## src/rtl/fpm_pkg.sv

```systemverilog
package fpm_pkg;

    typedef enum logic [3:0] {
        S_IDLE,
        S_OPEN,
        S_RSET,
        S_RCD,
        S_CSET,
        S_CAS,
        S_PRE,
        S_RFC,
        S_RFR
    } seq_state_e;

    typedef enum logic [1:0] {
        PT_IDLE,
        PT_ROW,
        PT_REF
    } pre_tgt_e;

endpackage

```

## src/rtl/fpm_addr_split.sv

```systemverilog
module fpm_addr_split #(
    parameter int ROW_W = 11,
    parameter int COL_W = 10,
    localparam int ADDR_W = ROW_W + COL_W
) (
    input  logic [ADDR_W-1:0] req_addr,
    input  logic [ROW_W-1:0]  open_row,
    input  logic              page_open,
    output logic [ROW_W-1:0]  row_pins,
    output logic [ROW_W-1:0]  col_pins,
    output logic              hit
);
    always_comb begin
        row_pins = req_addr[ADDR_W-1:COL_W];
        col_pins = ROW_W'(req_addr[COL_W-1:0]);
        hit      = page_open && (row_pins == open_row);
    end
endmodule

```

## src/rtl/fpm_refresh_timer.sv

```systemverilog
module fpm_refresh_timer #(
    parameter int REF_INTERVAL = 1560,
    localparam int RW = $clog2(REF_INTERVAL + 1)
) (
    input  logic clk,
    input  logic rst_n,
    input  logic ref_ack,
    output logic ref_pend
);
    typedef struct packed {
        logic [RW-1:0] cnt;
        logic          pend;
    } tmr_t;

    tmr_t tmr_d, tmr_q;

    always_comb begin
        tmr_d = tmr_q;
        if (ref_ack) begin
            tmr_d.pend = 1'b0;
        end
        if (tmr_q.cnt == '0) begin
            tmr_d.cnt  = RW'(REF_INTERVAL - 1);
            tmr_d.pend = 1'b1;
        end else begin
            tmr_d.cnt = tmr_q.cnt - 1'b1;
        end
    end

    always_ff @(posedge clk or negedge rst_n) begin
        if (!rst_n) begin
            tmr_q.cnt  <= RW'(REF_INTERVAL - 1);
            tmr_q.pend <= 1'b0;
        end else begin
            tmr_q <= tmr_d;
        end
    end

    assign ref_pend = tmr_q.pend;

    // a due refresh stays due until the sequencer takes it
    p_pend_held_r8: assert property (@(posedge clk) disable iff (!rst_n)
        (ref_pend && !ref_ack) |=> ref_pend);
endmodule

```

## src/rtl/fpm_seq.sv

```systemverilog
module fpm_seq
    import fpm_pkg::*;
#(
    parameter int ROW_W  = 11,
    parameter int COL_W  = 10,
    parameter int DATA_W = 8,
    parameter int T_RCD  = 2,
    parameter int T_CAS  = 2,
    parameter int T_RP   = 3,
    parameter int T_RAS  = 4
) (
    input  logic              clk,
    input  logic              rst_n,
    input  logic              req_valid,
    input  logic              req_write,
    input  logic [DATA_W-1:0] req_wdata,
    input  logic [ROW_W-1:0]  row_pins,
    input  logic [ROW_W-1:0]  col_pins,
    input  logic              hit,
    input  logic              ref_pend,
    input  logic [DATA_W-1:0] dq_in,
    output logic              ref_ack,
    output logic              req_ready,
    output logic [ROW_W-1:0]  open_row,
    output logic              page_open,
    output logic              rsp_valid,
    output logic [DATA_W-1:0] rsp_rdata,
    output logic              ras_n,
    output logic              cas_n,
    output logic              we_n,
    output logic              oe_n,
    output logic [ROW_W-1:0]  addr_pins,
    output logic [DATA_W-1:0] dq_out,
    output logic              dq_oe
);
    localparam int T_M1  = (T_RCD > T_CAS) ? T_RCD : T_CAS;
    localparam int T_M2  = (T_RP > T_RAS) ? T_RP : T_RAS;
    localparam int T_MAX = (T_M1 > T_M2) ? T_M1 : T_M2;
    localparam int CNT_W = $clog2(T_MAX + 1);

    typedef struct packed {
        seq_state_e        st;
        pre_tgt_e          tgt;
        logic [CNT_W-1:0]  cnt;
        logic              ras_n;
        logic              cas_n;
        logic              we_n;
        logic              oe_n;
        logic              dq_oe;
        logic              rsp_v;
        logic              wr;
        logic [ROW_W-1:0]  pins;
        logic [ROW_W-1:0]  open_row;
        logic [ROW_W-1:0]  col;
        logic [DATA_W-1:0] wdata;
        logic [DATA_W-1:0] rdata;
    } seq_t;

    seq_t seq_d, seq_q;
    logic idle_like;

    assign idle_like = (seq_q.st == S_IDLE) || (seq_q.st == S_OPEN);
    assign req_ready = idle_like && !ref_pend;

    always_comb begin
        seq_d       = seq_q;
        seq_d.rsp_v = 1'b0;
        ref_ack     = 1'b0;
        unique case (seq_q.st)
            S_IDLE: begin
                if (ref_pend) begin
                    ref_ack     = 1'b1;
                    seq_d.cas_n = 1'b0;
                    seq_d.st    = S_RFC;
                end else if (req_valid) begin
                    seq_d.wr       = req_write;
                    seq_d.wdata    = req_wdata;
                    seq_d.col      = col_pins;
                    seq_d.open_row = row_pins;
                    seq_d.pins     = row_pins;
                    seq_d.st       = S_RSET;
                end
            end
            S_OPEN: begin
                if (ref_pend) begin
                    ref_ack     = 1'b1;
                    seq_d.ras_n = 1'b1;
                    seq_d.cnt   = CNT_W'(T_RP - 1);
                    seq_d.tgt   = PT_REF;
                    seq_d.st    = S_PRE;
                end else if (req_valid) begin
                    seq_d.wr    = req_write;
                    seq_d.wdata = req_wdata;
                    seq_d.col   = col_pins;
                    if (hit) begin
                        seq_d.pins  = col_pins;
                        seq_d.we_n  = ~req_write;
                        seq_d.dq_oe = req_write;
                        seq_d.st    = S_CSET;
                    end else begin
                        seq_d.open_row = row_pins;
                        seq_d.ras_n    = 1'b1;
                        seq_d.cnt      = CNT_W'(T_RP - 1);
                        seq_d.tgt      = PT_ROW;
                        seq_d.st       = S_PRE;
                    end
                end
            end
            S_RSET: begin
                seq_d.ras_n = 1'b0;
                seq_d.cnt   = CNT_W'(T_RCD - 1);
                seq_d.st    = S_RCD;
            end
            S_RCD: begin
                if (seq_q.cnt != '0) begin
                    seq_d.cnt = seq_q.cnt - 1'b1;
                end else begin
                    seq_d.pins  = seq_q.col;
                    seq_d.we_n  = ~seq_q.wr;
                    seq_d.dq_oe = seq_q.wr;
                    seq_d.st    = S_CSET;
                end
            end
            S_CSET: begin
                seq_d.cas_n = 1'b0;
                seq_d.oe_n  = seq_q.wr;
                seq_d.cnt   = CNT_W'(T_CAS - 1);
                seq_d.st    = S_CAS;
            end
            S_CAS: begin
                if (seq_q.cnt != '0) begin
                    seq_d.cnt = seq_q.cnt - 1'b1;
                end else begin
                    seq_d.cas_n = 1'b1;
                    seq_d.oe_n  = 1'b1;
                    seq_d.we_n  = 1'b1;
                    seq_d.dq_oe = 1'b0;
                    if (!seq_q.wr) begin
                        seq_d.rsp_v = 1'b1;
                        seq_d.rdata = dq_in;
                    end
                    seq_d.st = S_OPEN;
                end
            end
            S_PRE: begin
                if (seq_q.cnt != '0) begin
                    seq_d.cnt = seq_q.cnt - 1'b1;
                end else begin
                    unique case (seq_q.tgt)
                        PT_ROW: begin
                            seq_d.pins = seq_q.open_row;
                            seq_d.st   = S_RSET;
                        end
                        PT_REF: begin
                            seq_d.cas_n = 1'b0;
                            seq_d.st    = S_RFC;
                        end
                        default: seq_d.st = S_IDLE;
                    endcase
                end
            end
            S_RFC: begin
                seq_d.ras_n = 1'b0;
                seq_d.cnt   = CNT_W'(T_RAS - 1);
                seq_d.st    = S_RFR;
            end
            S_RFR: begin
                if (seq_q.cnt != '0) begin
                    seq_d.cnt = seq_q.cnt - 1'b1;
                end else begin
                    seq_d.ras_n = 1'b1;
                    seq_d.cas_n = 1'b1;
                    seq_d.cnt   = CNT_W'(T_RP - 1);
                    seq_d.tgt   = PT_IDLE;
                    seq_d.st    = S_PRE;
                end
            end
            default: seq_d.st = S_IDLE;
        endcase
    end

    always_ff @(posedge clk or negedge rst_n) begin
        if (!rst_n) begin
            seq_q          <= '0;
            seq_q.st       <= S_IDLE;
            seq_q.tgt      <= PT_IDLE;
            seq_q.ras_n    <= 1'b1;
            seq_q.cas_n    <= 1'b1;
            seq_q.we_n     <= 1'b1;
            seq_q.oe_n     <= 1'b1;
        end else begin
            seq_q <= seq_d;
        end
    end

    assign open_row  = seq_q.open_row;
    assign page_open = (seq_q.st == S_OPEN);
    assign rsp_valid = seq_q.rsp_v;
    assign rsp_rdata = seq_q.rdata;
    assign ras_n     = seq_q.ras_n;
    assign cas_n     = seq_q.cas_n;
    assign we_n      = seq_q.we_n;
    assign oe_n      = seq_q.oe_n;
    assign addr_pins = seq_q.pins;
    assign dq_out    = seq_q.wdata;
    assign dq_oe     = seq_q.dq_oe;

    // row address settled before the row strobe falls
    p_row_setup_r2: assert property (@(posedge clk) disable iff (!rst_n)
        $fell(ras_n) |-> $stable(addr_pins));
    // column address and write enable settled before the column strobe falls
    p_col_setup_r2: assert property (@(posedge clk) disable iff (!rst_n)
        $fell(cas_n) |-> ($stable(addr_pins) && $stable(we_n)));
    // early write keeps the DRAM output off and drives the bus
    p_early_write_r3: assert property (@(posedge clk) disable iff (!rst_n)
        (!cas_n && !we_n) |-> (oe_n && dq_oe));
    // read response is a single-cycle pulse
    p_rsp_pulse_r4: assert property (@(posedge clk) disable iff (!rst_n)
        rsp_valid |=> !rsp_valid);
    // a page hit keeps the row strobe low
    p_hit_keeps_row_r5: assert property (@(posedge clk) disable iff (!rst_n)
        (req_valid && req_ready && hit) |=> !ras_n);
    // row strobe stays high for more than one cycle after rising
    p_precharge_r7: assert property (@(posedge clk) disable iff (!rst_n)
        $rose(ras_n) |=> ras_n);
    // column-before-row refresh follows with the row strobe
    p_refresh_cbr_r8: assert property (@(posedge clk) disable iff (!rst_n)
        (!cas_n && ras_n) |=> (!cas_n && !ras_n));
    // strobes quiet whenever a request can be taken
    p_ready_quiet_r9: assert property (@(posedge clk) disable iff (!rst_n)
        req_ready |-> (cas_n && we_n && oe_n && !dq_oe));
endmodule

```

## src/rtl/fpm_dram_ctrl.sv

```systemverilog
module fpm_dram_ctrl #(
    parameter int ROW_W        = 11,
    parameter int COL_W        = 10,
    parameter int DATA_W       = 8,
    parameter int T_RCD        = 2,
    parameter int T_CAS        = 2,
    parameter int T_RP         = 3,
    parameter int T_RAS        = 4,
    parameter int REF_INTERVAL = 1560,
    localparam int ADDR_W      = ROW_W + COL_W
) (
    input  logic              clk,
    input  logic              rst_n,
    input  logic              req_valid,
    output logic              req_ready,
    input  logic              req_write,
    input  logic [ADDR_W-1:0] req_addr,
    input  logic [DATA_W-1:0] req_wdata,
    output logic              rsp_valid,
    output logic [DATA_W-1:0] rsp_rdata,
    output logic              dram_ras_n,
    output logic              dram_cas_n,
    output logic              dram_we_n,
    output logic              dram_oe_n,
    output logic [ROW_W-1:0]  dram_addr,
    output logic [DATA_W-1:0] dq_out,
    output logic              dq_oe,
    input  logic [DATA_W-1:0] dq_in
);
    logic [ROW_W-1:0] row_pins, col_pins, open_row;
    logic             hit, page_open, ref_pend, ref_ack;

    fpm_addr_split #(.ROW_W(ROW_W), .COL_W(COL_W)) i_split (
        .req_addr  (req_addr),
        .open_row  (open_row),
        .page_open (page_open),
        .row_pins  (row_pins),
        .col_pins  (col_pins),
        .hit       (hit)
    );

    fpm_refresh_timer #(.REF_INTERVAL(REF_INTERVAL)) i_refresh (
        .clk      (clk),
        .rst_n    (rst_n),
        .ref_ack  (ref_ack),
        .ref_pend (ref_pend)
    );

    fpm_seq #(
        .ROW_W(ROW_W), .COL_W(COL_W), .DATA_W(DATA_W),
        .T_RCD(T_RCD), .T_CAS(T_CAS), .T_RP(T_RP), .T_RAS(T_RAS)
    ) i_seq (
        .clk       (clk),
        .rst_n     (rst_n),
        .req_valid (req_valid),
        .req_write (req_write),
        .req_wdata (req_wdata),
        .row_pins  (row_pins),
        .col_pins  (col_pins),
        .hit       (hit),
        .ref_pend  (ref_pend),
        .dq_in     (dq_in),
        .ref_ack   (ref_ack),
        .req_ready (req_ready),
        .open_row  (open_row),
        .page_open (page_open),
        .rsp_valid (rsp_valid),
        .rsp_rdata (rsp_rdata),
        .ras_n     (dram_ras_n),
        .cas_n     (dram_cas_n),
        .we_n      (dram_we_n),
        .oe_n      (dram_oe_n),
        .addr_pins (dram_addr),
        .dq_out    (dq_out),
        .dq_oe     (dq_oe)
    );
endmodule

```

## config.mk

```make
export PLATFORM = sky130hd
export DESIGN_NAME = fpm_dram_ctrl
export DESIGN_NICKNAME = d
export VERILOG_FILES = /design/src/rtl/fpm_pkg.sv /design/src/rtl/fpm_addr_split.sv /design/src/rtl/fpm_refresh_timer.sv /design/src/rtl/fpm_seq.sv /design/src/rtl/fpm_dram_ctrl.sv
export SDC_FILE = /design/constraint.sdc
export NUM_CORES = 1
export LEC_CHECK = 0
export ABC_CLOCK_PERIOD_IN_PS = 4600
export CAP_MARGIN = 20
export CORE_MARGIN = 5
export CORE_UTILIZATION = 41
export CTS_CLUSTER_DIAMETER = 120
export DETAILED_ROUTE_END_ITERATION = 6
export HOLD_SLACK_MARGIN = 0.03
export PLACE_DENSITY_LB_ADDON = 0.08
export SYNTH_ARGS = -nofsm -noshare
export SYNTH_HDL_FRONTEND = slang
export SYNTH_HIERARCHICAL = 1
export SYNTH_SLANG_ARGS = --single-unit
```

## constraint.sdc

```tcl
create_clock -name clk -period 4.6 [get_ports clk]
set_clock_uncertainty 0.2 [all_clocks]
set_input_delay 0.46 -clock clk [delete_from_list [all_inputs] [get_ports clk]]
set_output_delay 0.46 -clock clk [all_outputs]
set_load 0.005 [all_outputs]
```

; ---- Yosys cells after proc, flatten, opt, wreduce, memory -nomap -nowiden
; Index checks and enable logic that the tools add are counted.
[op_classes]
n_addsub = 2
eq_ne = 28
mux = 53
n_bitwise = 3
reduce_logical = 31
[op_table]
columns = operator, n
row1 = $mux W42, 4
row2 = $mux W11, 6
row3 = $pmux W30 S2, 1
row4 = $pmux W11 S4, 1
row5 = $pmux W4 S9, 1
row6 = $ne A2 B2 Y1 const B, 13
row7 = $reduce_and A6 Y1, 4
row8 = $mux W10, 2
row9 = $mux W4, 5
row10 = $mux W1, 17
row11 = $eq A4 B3 Y1 const B, 4
row12 = $pmux W3 S5, 1
row13 = $mux W6, 2
row14 = $reduce_and A4 Y1, 3
row15 = $eq A11 B11 Y1, 1
row16 = $logic_not A11 Y1, 1
row17 = $sub A11 B1 Y11 const B, 1
row18 = $reduce_bool A5 Y1, 2
row19 = $pmux W1 S3, 3
row20 = $reduce_and A9 Y1, 1
row21 = $reduce_bool A3 Y1, 3
row22 = $eq A4 B2 Y1 const B, 2
row23 = $reduce_bool A2 Y1, 4
row24 = $mux W3, 2
row25 = 25 further kinds, 33
[totals]
register_bits = 77
inputBits = 41
elab_cells = 134

; ---- Logic depth before layout (Yosys ltp)
; Gate-level depths: netlist of the first run.
[logic_depth]
word_depth = 6
ltp_mapped = 11

; ---- Hierarchy
; Netlist of the first run, hierarchy kept.
[by_module_without_submodules]
columns = mod, n_inst, cells_per_inst, area_per_inst_um2, seq_area_each_um2
row1 = fpm_seq, 1, 333, 3749.8, 1631.6
row2 = fpm_refresh_timer, 1, 57, 609.3, 307.8
row3 = fpm_addr_split, 1, 38, 294.0, 0.0

; ---- Least setup slack after synthesis of the first run
; OpenSTA, ideal clock, no wires.
[synth_path]
kind = register to register
startpoint = reg i_seq/seq_q[62] (netlist bit)
endpoint = reg i_seq.seq_q, in the netlist i_seq/addr_pins[0]
t_arrival_ns = 2.575
required_ns = 4.275
slack_ns = 1.700
path_stages_with_launch = 11
n_path_buf = 3
cell_sequence = dfrtp_1 buf_6 nand2b_4 nor3_4 buf_2 nand4_1 nor3_2 nand2_1 a2111oi_4 buf_6 mux2_4
[synth_between]
elab_chain_cells = 4
word_cells_on_any_way = 16
[synth_rtl]
columns = element, line
row1 = from (decl), fpm_seq.sv:59  ; seq_t seq_d, seq_q;
row2 = from (signal assigned), fpm_seq.sv:192  ; seq_q <= seq_d;
row3 = $eq A4 B1 Y1, fpm_seq.sv:197  ; assign page_open = (seq_q.st == S_OPEN);
row4 = net page_open, fpm_dram_ctrl.sv:31  ; logic hit, page_open, ref_pend, ref_ack;
row5 = $logic_and A1 B1 Y1, fpm_addr_split.sv:16  ; hit = page_open && (row_pins == open_row);
row6 = net hit, fpm_dram_ctrl.sv:31
row7 = $ne A2 B2 Y1 (no source line), -
row8 = $reduce_and A9 Y1 (no source line), -
; The timed path passes the listed nets, and every way through them passes these cells.
; A chain may end at the register's enable or synchronous reset.

; ---- Worst setup path in the final report of the first run
[layout_path]
startpoint = reg i_seq/seq_q[61] (netlist bit)
endpoint = reg i_seq.seq_q, in the netlist i_seq/addr_pins[9]
; Same word-level chain as after synthesis.

==> results.json, run 1 <==
{
  "die_h_um": 116.5,
  "cp-end-kind": "flop",
  "dr.first_iter.drc_count": 304,
  "relSlewSlack_pct": 29.42,
  "nNetsFinal": 486,
  "clock_latency_ns": 0.34,
  "cts_buffers": 9,
  "fmax_ghz": 0.3164,
  "ant_nets": 0,
  "antenna_found_initial": 0,
  "hold_viol": 0,
  "critPathKind": "flop to flop",
  "stdcell_count": 587,
  "cts_resized": 0,
  "post-cts-setup-buffers": 0,
  "start_util_pct": 41.28,
  "totalWireLength_um": 10090,
  "drc": 0,
  "cts_root_buffer": "clkbuf_16",
  "required_ns": 4.62,
  "synth_ff_type": "dfrtp_1",
  "grt_pass1_wl_um": 16310,
  "dpl_cell_area_mm2": 0.005047,
  "hold-worst-slack_ns": 0.2785,
  "syn-num-nets": 475,
  "grt_pass1_vias": 3103,
  "p_leak_uw": 0.002122,
  "outcome": "complete, no violations",
  "dieWidth_um": 116.5,
  "setup_viol": 0,
  "layout-drive-gt1-share_pct": 22.75,
  "irDropWorstVdd_mv": 0.3369,
  "clock-sinks": 77,
  "top_level_ports": 75,
  "min_period_ns": 3.161,
  "grt_usage_pct": 15.63,
  "dr.pass1.iters": 4,
  "grt_max_degree": 78,
  "cp_max_fo": 24,
  "place_congestion": 0.8343,
  "ys_seq_elements": 77,
  "syn-instance-count": 428,
  "dp_hpwl_um": 6794,
  "ys_async_sr_fraction_pct": 100.0,
  "synth.cell_area_mm2": 0.004653,
  "cts_tree": "built",
  "worstPathArrival_ns": 3.18,
  "std_cell_rows": 39,
  "core_mm2": 0.01127,
  "wl_per_cell_um": 17.19,
  "dp_cells": 569,
  "clockBufferDepth": 2,
  "dieArea_mm2": 0.01358,
  "synth.avg_cell_area_um2": 10.87,
  "cp-start-kind": "flop",
  "area_growth_pct": 15.41,
  "synth-edff-count": 0,
  "setup_tns_ns": 0,
  "gr-total-overflow": 0,
  "htreeDepth": 3,
  "drv_cap": 0,
  "yosysSeqAreaShare_pct": 41.68,
  "port_buffers": 74,
  "final_cell_area_mm2": 0.005370,
  "yosysUniqueCellTypes": 72,
  "worst_pin_slew_ns": 1.052,
  "ys.warnings.count": 6,
  "path_clk_slew_ns": 0.06,
  "via_per_inst": 5.332,
  "hp-class": "input port to asynchronous set/reset pin",
  "finalMaxSlewViolations": 0,
  "utilization_pct": 47.64,
  "min_period_over_period_pct": 68.71,
  "power.density_mw_per_mm2": 679.8,
  "rsz0062_at_grt": "no",
  "dr_total_vias": 3130,
  "insertedDiodeCount": 0
}
## cell usage in the layout (no fill, tap or decap), types with 3 or more instances in the layout
master           instances
inv_1                   12
mux2_2                  41
nand4_1                  3
xnor2_1                 13
dfstp_2                 10
nor3_1                   9
nand3b_1                 3
clkdlybuf4s50_1         73
or4_1                    3
dfrtp_1                 67
nand2b_1                 4
a211oi_1                 4
a21oi_1                 11
nor2_1                  15
ha_1                     6
clkinv_2                 3
clkbuf_16                9
mux2_4                  10
a31oi_1                  4
o31ai_1                  3
o211ai_1                 3
nand2_1                 17
o21ai_0                 22
buf_4                    9
nor2b_1                  6
a221o_1                 12
a22o_1                  11
## worst paths after layout
check	start	slack, ns	depth (start not counted)	endpoint
max	i_seq/seq_q[61]	1.44	8	i_seq/addr_pins[9]
min	rst_n	0.28	2	i_refresh/tmr_q[4]
max reg2reg	i_seq/seq_q[61]	1.44	8	i_seq/addr_pins[9]
min reg2reg	i_seq/we_n	0.28	2	i_seq/we_n
max in group asynchronous	rst_n	3.33	3	i_seq/we_n
min in group clk	i_seq/we_n	0.28	2	i_seq/we_n
## through the flow
step	total power, uW	worst slack (ns)
final	3651	1.439
after CTS	3690	1.409
after global placement	2962	1.462
after floorplan	2617	1.700
after global routing	3920	1.192
after detailed placement	2975	1.414
## per-layer routing
layer | global-route usage (%) | up-vias | wire length, um
met3 | 3.834 | 16 | 681
met5 | 0 | - | 0
met2 | 23.61 | 92 | 4600
li1 | - | 1513 | -
met4 | 6.422 | 0 | 166
met1 | 21.51 | 1509 | 4639
## report_power, final
part / leakage, uW / switching (uW) / internal (uW)
registers: 0.000900 / 225 / 976
logic: 0.00108 / 762 / 988
clock network: 0.000139 / 282 / 418
## cells in the mapped netlist (2+ instances only)
cell	instances	share of area, %
dfrtp_1	67	36
buf_4	62	10
mux2_2	41	9.9
o21ai_0	22	2.4
nand2_1	17	1.4
nor2_1	15	1.2
xnor2_1	13	2.4
a221o_1	12	2.6
inv_1	12	0.97
a21oi_1	11	1.2
a22o_1	11	2.1
dfstp_2	10	5.6
mux2_4	10	3.2
buf_2	9	0.97
nor3_1	9	0.97
clkbuf_1	8	0.65
ha_1	6	1.6
nor2b_1	6	0.81
a211oi_1	4	0.65
a31oi_1	4	0.54
nand2b_1	4	0.54
buf_6	3	0.73
nand3b_1	3	0.48
nand4_1	3	0.40
o211ai_1	3	0.48
o31ai_1	3	0.48
or4_1	3	0.48
a2111o_1	2	0.48
a21o_1	2	0.32
and2_1	2	0.27
nand3_1	2	0.22
nor3b_1	2	0.32
nor4_1	2	0.27
o22ai_1	2	0.27
o2bb2ai_1	2	0.38
o32a_1	2	0.43
or2_2	2	0.27
or3_1	2	0.27
xor2_1	2	0.38
## cells by family after synthesis
kind of cell,share of synthesized area (%)
DFF,41.68
other,0.08059
muxes,13.61
adders and majority gates,1.613
xor gates and xnor gates,2.823
AOI/OAI and AO/OA,15.78
buffers and inverters,13.66
and+or+nand+nor,10.76
## state kept, by name (all words and copies together) (netlist names)
| name | cells |
|---|---|
| i_refresh/tmr_q | 11 |
| i_seq/oe_n | 1 |
| i_seq/dq_out | 8 |
| i_seq/cas_n | 1 |
| i_refresh/ref_pend | 1 |
| i_seq/seq_q | 21 |
| i_seq/ras_n | 1 |
| i_seq/rsp_rdata | 8 |
| i_seq/addr_pins | 11 |
| i_seq/we_n | 1 |
| i_seq/open_row | 11 |
| i_seq/dq_oe | 1 |
| i_seq/rsp_valid | 1 |
## worst max-delay path, stage by stage, from the launching register on
cell and delay, ns:
dfrtp_1 0.88, nand2b_4 0.16, nor3_4 0.18, nand4_1 0.13, nor3_2 0.33, nand2_1 0.15, a2111oi_4 0.35, buf_4 0.29
mux2_2 0.36
## cell type report
| cell class | instances | area [um2] |
|---|---|---|
| Timing Repair Buffer | 84 | 835.8 |
| Multi-Input combinational cell | 253 | 2078 |
| Tap cell | 143 | 178.9 |
| Inverter | 14 | 52.55 |
| Fill cell | 1043 | 5902 |
| Clock inverter | 5 | 52.55 |
| Clock buffer | 11 | 232.7 |
| Sequential cell | 77 | 1939 |
## timing repair
action	in CTS	in global routing
hold endpoints to repair	0	6
hold buffers	0	1
endpoints found under the setup margin	0	0
(Power assumes the default switching activity.)
==> run 2, diff against run 1 <==
--- a/config.mk
+++ b/config.mk
@@ -5,7 +5,7 @@
 export SDC_FILE = /design/constraint.sdc
 export NUM_CORES = 1
 export LEC_CHECK = 0
-export ABC_CLOCK_PERIOD_IN_PS = 4600
+export ABC_CLOCK_PERIOD_IN_PS = 3200
 export CAP_MARGIN = 20
 export CORE_MARGIN = 5
 export CORE_UTILIZATION = 41
==> constraint.sdc (replaced) <==
create_clock -name clk -period 3.2 [get_ports clk]
set_clock_uncertainty 0.2 [all_clocks]
set_input_delay 0.32 -clock clk [delete_from_list [all_inputs] [get_ports clk]]
set_output_delay 0.32 -clock clk [all_outputs]
set_load 0.005 [all_outputs]
==> run 2 against run 1 <==
Critical endpoint is now req_ready. Total power increased by 45%. Combinational power rose by 53%. Cell count is 1.2% higher. Hold slack lost 0.13 ns. Highest routed layer unchanged.
==> results.json, run 2 (same netlist as run 1, synthesis figures left out) <==
{
  "dr.first_iter.drc_count": 163,
  "cts-hold-fix-buffers": 1,
  "relSlewSlack_pct": 53.80,
  "cp-end-kind": "output pin",
  "worstPathArrival_ns": 2.06,
  "grt_pass1_wl_um": 16810,
  "htreeDepth": 3,
  "hold-worst-slack_ns": 0.1466,
  "hp-class": "input port to asynchronous set/reset pin",
  "start_util_pct": 41.28,
  "die_h_um": 116.5,
  "dieArea_mm2": 0.01358,
  "place_congestion": 0.7867,
  "cts_resized": 0,
  "cts_root_buffer": "clkbuf_16",
  "dr.pass1.iters": 4,
  "finalWorstSetupSlack_ns": 0.6185,
  "layout-drive-gt1-share_pct": 24.39,
  "cp-start-kind": "flop",
  "clock_latency_ns": 0.34,
  "nFillCells": 1062,
  "max_flop_register": "i_seq/seq_q",
  "largest_reg_flops": 21,
  "dp_hpwl_um": 7025,
  "setup_tns_ns": 0,
  "port_buffers": 74,
  "stdcell_count": 594,
  "nNetsFinal": 493,
  "totalWireLength_um": 10190,
  "required_ns": 2.68,
  "critPathKind": "flop to output pin",
  "min_period_ns": 2.582,
  "finalMaxSlewViolations": 0,
  "irDropWorstVdd_mv": 0.4347,
  "ant_nets": 0,
  "dieWidth_um": 116.5,
  "pre_cts_ws_ns": 0.4176,
  "setup_viol": 0,
  "min_period_over_period_pct": 80.67,
  "area_growth_pct": 16.56,
  "hold_viol": 0,
  "gr-total-overflow": 0,
  "grt_pass1_vias": 3299,
  "utilization_pct": 48.12,
  "layout_commonest_cell": "clkdlybuf4s50_1",
  "layout_common_cells": "clkdlybuf4s50_1, dfrtp_1, mux2_2",
  "clock-sinks": 77,
  "cp_max_fo": 28,
  "dp_cells": 576,
  "fmax_ghz": 0.3874,
  "worst_pin_slew_ns": 0.6915,
  "std_cell_rows": 39,
  "wl_per_cell_um": 17.16,
  "outcome": "complete, no violations",
  "clockBufferDepth": 2,
  "power.density_mw_per_mm2": 977.6,
  "grt_max_degree": 78,
  "cts_buffers": 9,
  "top_level_ports": 75,
  "path_clk_slew_ns": 0.06,
  "post-cts-setup-buffers": 0,
  "grt_usage_pct": 15.98,
  "via_per_inst": 5.396,
  "dr_total_vias": 3205,
  "core_mm2": 0.01127,
  "antenna_found_initial": 0,
  "drv_cap": 0,
  "drc": 0,
  "insertedDiodeCount": 0,
  "p_leak_uw": 0.002155,
  "rsz0062_at_grt": "no",
  "cts_tree": "built"
}
-- run 2: changes by cell type in the layout (fill, tap and decap cells not counted) --
cell        delta
buf_4          +7
bufinv_16      -1
clkbuf_1       -2
clkbuf_8       +2
clkinv_2       -1
clkinvlp_4     +1
inv_6          +1
-- run 2: through the flow --
stage / total power, uW / instance area [um2]
6_report: 5302 / 5424
5_1_grt: 5705 / 5424
4_1_cts: 5381 / 5396
3_5_place_dp: 4365 / 5100
3_3_place_gp: 4319 / 5100
2_1_floorplan: 3761 / 4653
-- run 2: metal layers --
metal  vias up  global-route usage (%)  wire (um)  part of all wire (%)
met3        15                   4.249        721                   7.1
met2       102                   24.90       4777                    47
met4         0                   6.116        184                   1.8
li1       1521                       -          -                     -
met1      1567                   21.32       4508                    44
met5         -                       0          0                     0
-- run 2: path summary, 6_finish.rpt --
kind / from / endpoint / slack, ns / depth (start not counted)
max reg2reg: i_seq/seq_q[62] / i_seq/addr_pins[5] / 0.73 / 8
min: rst_n / i_refresh/tmr_q[4] / 0.15 / 2
max in group asynchronous: rst_n / i_refresh/tmr_q[5] / 2.08 / 3
max: i_seq/seq_q[64] / req_ready / 0.62 / 4
min in group clk: i_refresh/tmr_q[1] / i_refresh/tmr_q[1] / 0.27 / 1
min reg2reg: i_refresh/tmr_q[1] / i_refresh/tmr_q[1] / 0.27 / 1
-- run 2: power by group --
part / internal, uW / switching, uW / total [uW]
Combinational: 1480 / 1190 / 2670
Clock: 567 / 406 / 973
Sequential: 1400 / 256 / 1660
-- run 2: critical path, stage by stage, from the launching register on --
cell and delay (ns):
dfrtp_1 0.40, buf_4 0.24, or3_1 0.43, nor2_1 0.12
clkdlybuf4s50_1 0.51
-- run 2: cell type report --
type	instances	area (um2)	area share, %
Timing Repair Buffer	91	888.4	16.38
Sequential cell	77	1939	35.76
Tap cell	143	178.9	3.299
Clock buffer	11	252.7	4.660
Inverter	14	52.55	0.9689
Clock inverter	5	33.78	0.6228
Multi-Input combinational cell	253	2078	38.32
==> run 3, diff against run 2 <==
--- a/config.mk
+++ b/config.mk
@@ -5,7 +5,7 @@
 export SDC_FILE = /design/constraint.sdc
 export NUM_CORES = 1
 export LEC_CHECK = 0
-export ABC_CLOCK_PERIOD_IN_PS = 3200
+export ABC_CLOCK_PERIOD_IN_PS = 2300
 export CAP_MARGIN = 20
 export CORE_MARGIN = 5
 export CORE_UTILIZATION = 41
==> constraint.sdc (replaced) <==
create_clock -name clk -period 2.3 [get_ports clk]
set_clock_uncertainty 0.2 [all_clocks]
set_input_delay 0.23 -clock clk [delete_from_list [all_inputs] [get_ports clk]]
set_output_delay 0.23 -clock clk [all_outputs]
set_load 0.005 [all_outputs]
==> run 3 against run 2 <==
The flow now finishes with violations (setup timing). Wire length is 5.5% higher. First-iteration DRC count up 4.9%. Critical path depth unchanged. Sequential cell count is the same. Global-route usage grew 0.57 points. Cell count is 6.4% higher. Via count rose by 5.1%. Sequential power increased by 40%. Final area grew 8.6%. Sequential share of layout area shrank 2.8 points. Total power rose by 51%. Highest routed layer unchanged.
==> results.json, run 3 (same netlist as run 1, synthesis figures left out) <==
{
  "cp_max_fo": 18,
  "drc": 0,
  "required_ns": 1.87,
  "rsz0062_at_grt": "yes",
  "min_period_ns": 2.394,
  "cts_tree": "built",
  "totalWireLength_um": 10750,
  "antenna_found_initial": 0,
  "grt_usage_pct": 16.55,
  "reg2reg_to": "i_seq/addr_pins[9]",
  "layout_commonest_cell": "clkdlybuf4s50_1",
  "critPathSlowestCell": "clkdlybuf4s50_1",
  "outcome": "finished with violations",
  "dr.pass1.iters": 4,
  "htreeDepth": 3,
  "core_mm2": 0.01127,
  "hp-class": "input port to asynchronous set/reset pin",
  "clock-sinks": 77,
  "cp-start-kind": "flop",
  "worst_pin_slew_ns": 0.7335,
  "insertedDiodeCount": 0,
  "hold_viol": 0,
  "hold-worst-slack_ns": 0.2042,
  "gr-total-overflow": 0,
  "dieWidth_um": 116.5,
  "place_congestion": 0.8648,
  "worstPathArrival_ns": 1.96,
  "nFillCells": 1048,
  "violations": "setup timing",
  "start_util_pct": 41.28,
  "ff_latch_area_mm2": 0.001941,
  "power.density_mw_per_mm2": 1364,
  "clockBufferDepth": 2,
  "wl_per_cell_um": 17.01,
  "via_per_inst": 5.329,
  "critPathKind": "flop to output pin",
  "grt_pass1_wl_um": 17450,
  "p_leak_uw": 0.002453,
  "max_flop_register": "i_seq/seq_q",
  "dp_hpwl_um": 7776,
  "fmax_ghz": 0.4177,
  "dp_cells": 615,
  "setup_viol": 12,
  "die_h_um": 116.5,
  "dr_total_vias": 3368,
  "ant_nets": 0,
  "comb_power_share_pct": 52.2,
  "nNetsFinal": 532,
  "reg2reg_depth": 8,
  "p_int_uw": 5372,
  "seq_power_share_pct": 28.9,
  "timing.rr.start": "i_seq/seq_q[62]",
  "finalMaxSlewViolations": 0,
  "irDropWorstVdd_mv": 0.7030,
  "cts_root_buffer": "clkbuf_16",
  "layout_common_cells": "clkdlybuf4s50_1, dfrtp_1, buf_4",
  "sw_frac_of_total_pct": 33.13,
  "multiInputGateArea_mm2": 0.002145,
  "path_clk_slew_ns": 0.06,
  "port_buffers": 74,
  "clock_latency_ns": 0.33,
  "area_growth_pct": 26.54,
  "relSlewSlack_pct": 50.99,
  "cts_buffers": 9,
  "p_sw_uw": 2661,
  "final_cell_area_mm2": 0.005888,
  "grt_max_degree": 36,
  "grt_pass1_vias": 3514,
  "std_cell_rows": 39,
  "stdcell_count": 632,
  "drv_cap": 0,
  "slowest_delay_ns": 0.51,
  "cp-end-kind": "output pin",
  "finalWorstSetupSlack_ns": -0.09388,
  "min_period_over_period_pct": 104.1,
  "largest_reg_flops": 21,
  "layout-drive-gt1-share_pct": 31.29,
  "dieArea_mm2": 0.01358,
  "dr.first_iter.drc_count": 171,
  "top_level_ports": 75,
  "r2r_slack_ns": -0.05,
  "power.total_uw": 8033,
  "clockPowerShare_pct": 18.9,
  "dpl_cell_area_mm2": 0.005483,
  "crit_chain": "buf_4 -> or3_1 -> nor2_2 -> clkdlybuf4s50_1"
}
## run 3: cell types whose count changed in the layout (fill, tap and decap cells not counted), moves of 2 or more
cell / delta
mux2_4: +10
buf_4: +32
o21ai_0: -2
buf_6: +3
clkinv_4: +2
buf_12: +4
bufinv_16: +2
mux2_2: -10
clkinv_2: -2
## run 3: layer usage
metal,up-vias,global-route usage [%],wire length [um]
li1,1618,-,-
met1,1650,21.57,4850
met2,86,26.54,5158
met3,14,3.472,554
met4,0,7.416,191
met5,-,0,0
## run 3: worst max-delay path, delay by kind of cell, from the launching register on
family | cells | cell delay [ns]
flip-flops | 1 | 0.38
buffers and inverters | 2 | 0.72
AND/OR/NAND/NOR | 2 | 0.54
## run 3: cell type report
| cell class | count | share of cell area [%] |
|---|---|---|
| well taps | 143 | 3.039 |
| repair buffers | 130 | 21.19 |
| multi-input cells | 253 | 36.42 |
| inverters | 14 | 0.8925 |
| clock buffers | 10 | 4.059 |
| clock inverters | 5 | 1.445 |
| flip-flops and latches | 77 | 32.96 |
## run 3: how the worst max path moves through the flow
stage                               endpoint       startpoint  slack, ns  depth (start not counted)
after global placement    i_seq/addr_pins[9]     req_addr[15]      -0.29                          8
after global routing      i_seq/addr_pins[1]  i_seq/seq_q[62]      -0.19                          8
final                              req_ready  i_seq/seq_q[62]      -0.09                          4
after CTS                          req_ready  i_seq/seq_q[62]      -0.12                          4
after floorplan           i_seq/addr_pins[0]  i_seq/seq_q[62]      -0.46                         10
after detailed placement  i_seq/addr_pins[9]     req_addr[20]      -0.34                          8
## run 3: metrics by stage
step / util, % / setup TNS, ns / setup slack (ns)
detailed placement: 48.64 / -5.919 / -0.3371
global placement: 48.64 / -5.163 / -0.2902
finish: 52.24 / -0.5770 / -0.09388
floorplan: - / -6.620 / -0.4603
global route: 52.24 / -2.589 / -0.1929
CTS: 52.19 / -1.046 / -0.1214
## run 3: power groups by stage
stage          Sequential, uW  Clock [uW]  Combinational, uW
6_report                 2320        1520               4190
5_1_grt                  2390        1640               4540
4_1_cts                  2330        1580               4220
3_5_place_dp             2340           0               4090
3_3_place_gp             2330           0               4050
2_1_floorplan            2230           0               3100
## run 3: repair_timing
| action | CTS | global route |
|---|---|---|
| cloned | 1 | 0 |
| resized for setup | 10 | 2 |
| endpoints found under the hold margin | 32 | 0 |
| pin swaps | 0 | 0 |
| hold buffers | 1 | 0 |
| buffers inserted | 0 | 0 |
| endpoints found under the setup margin | 12 | 24 |
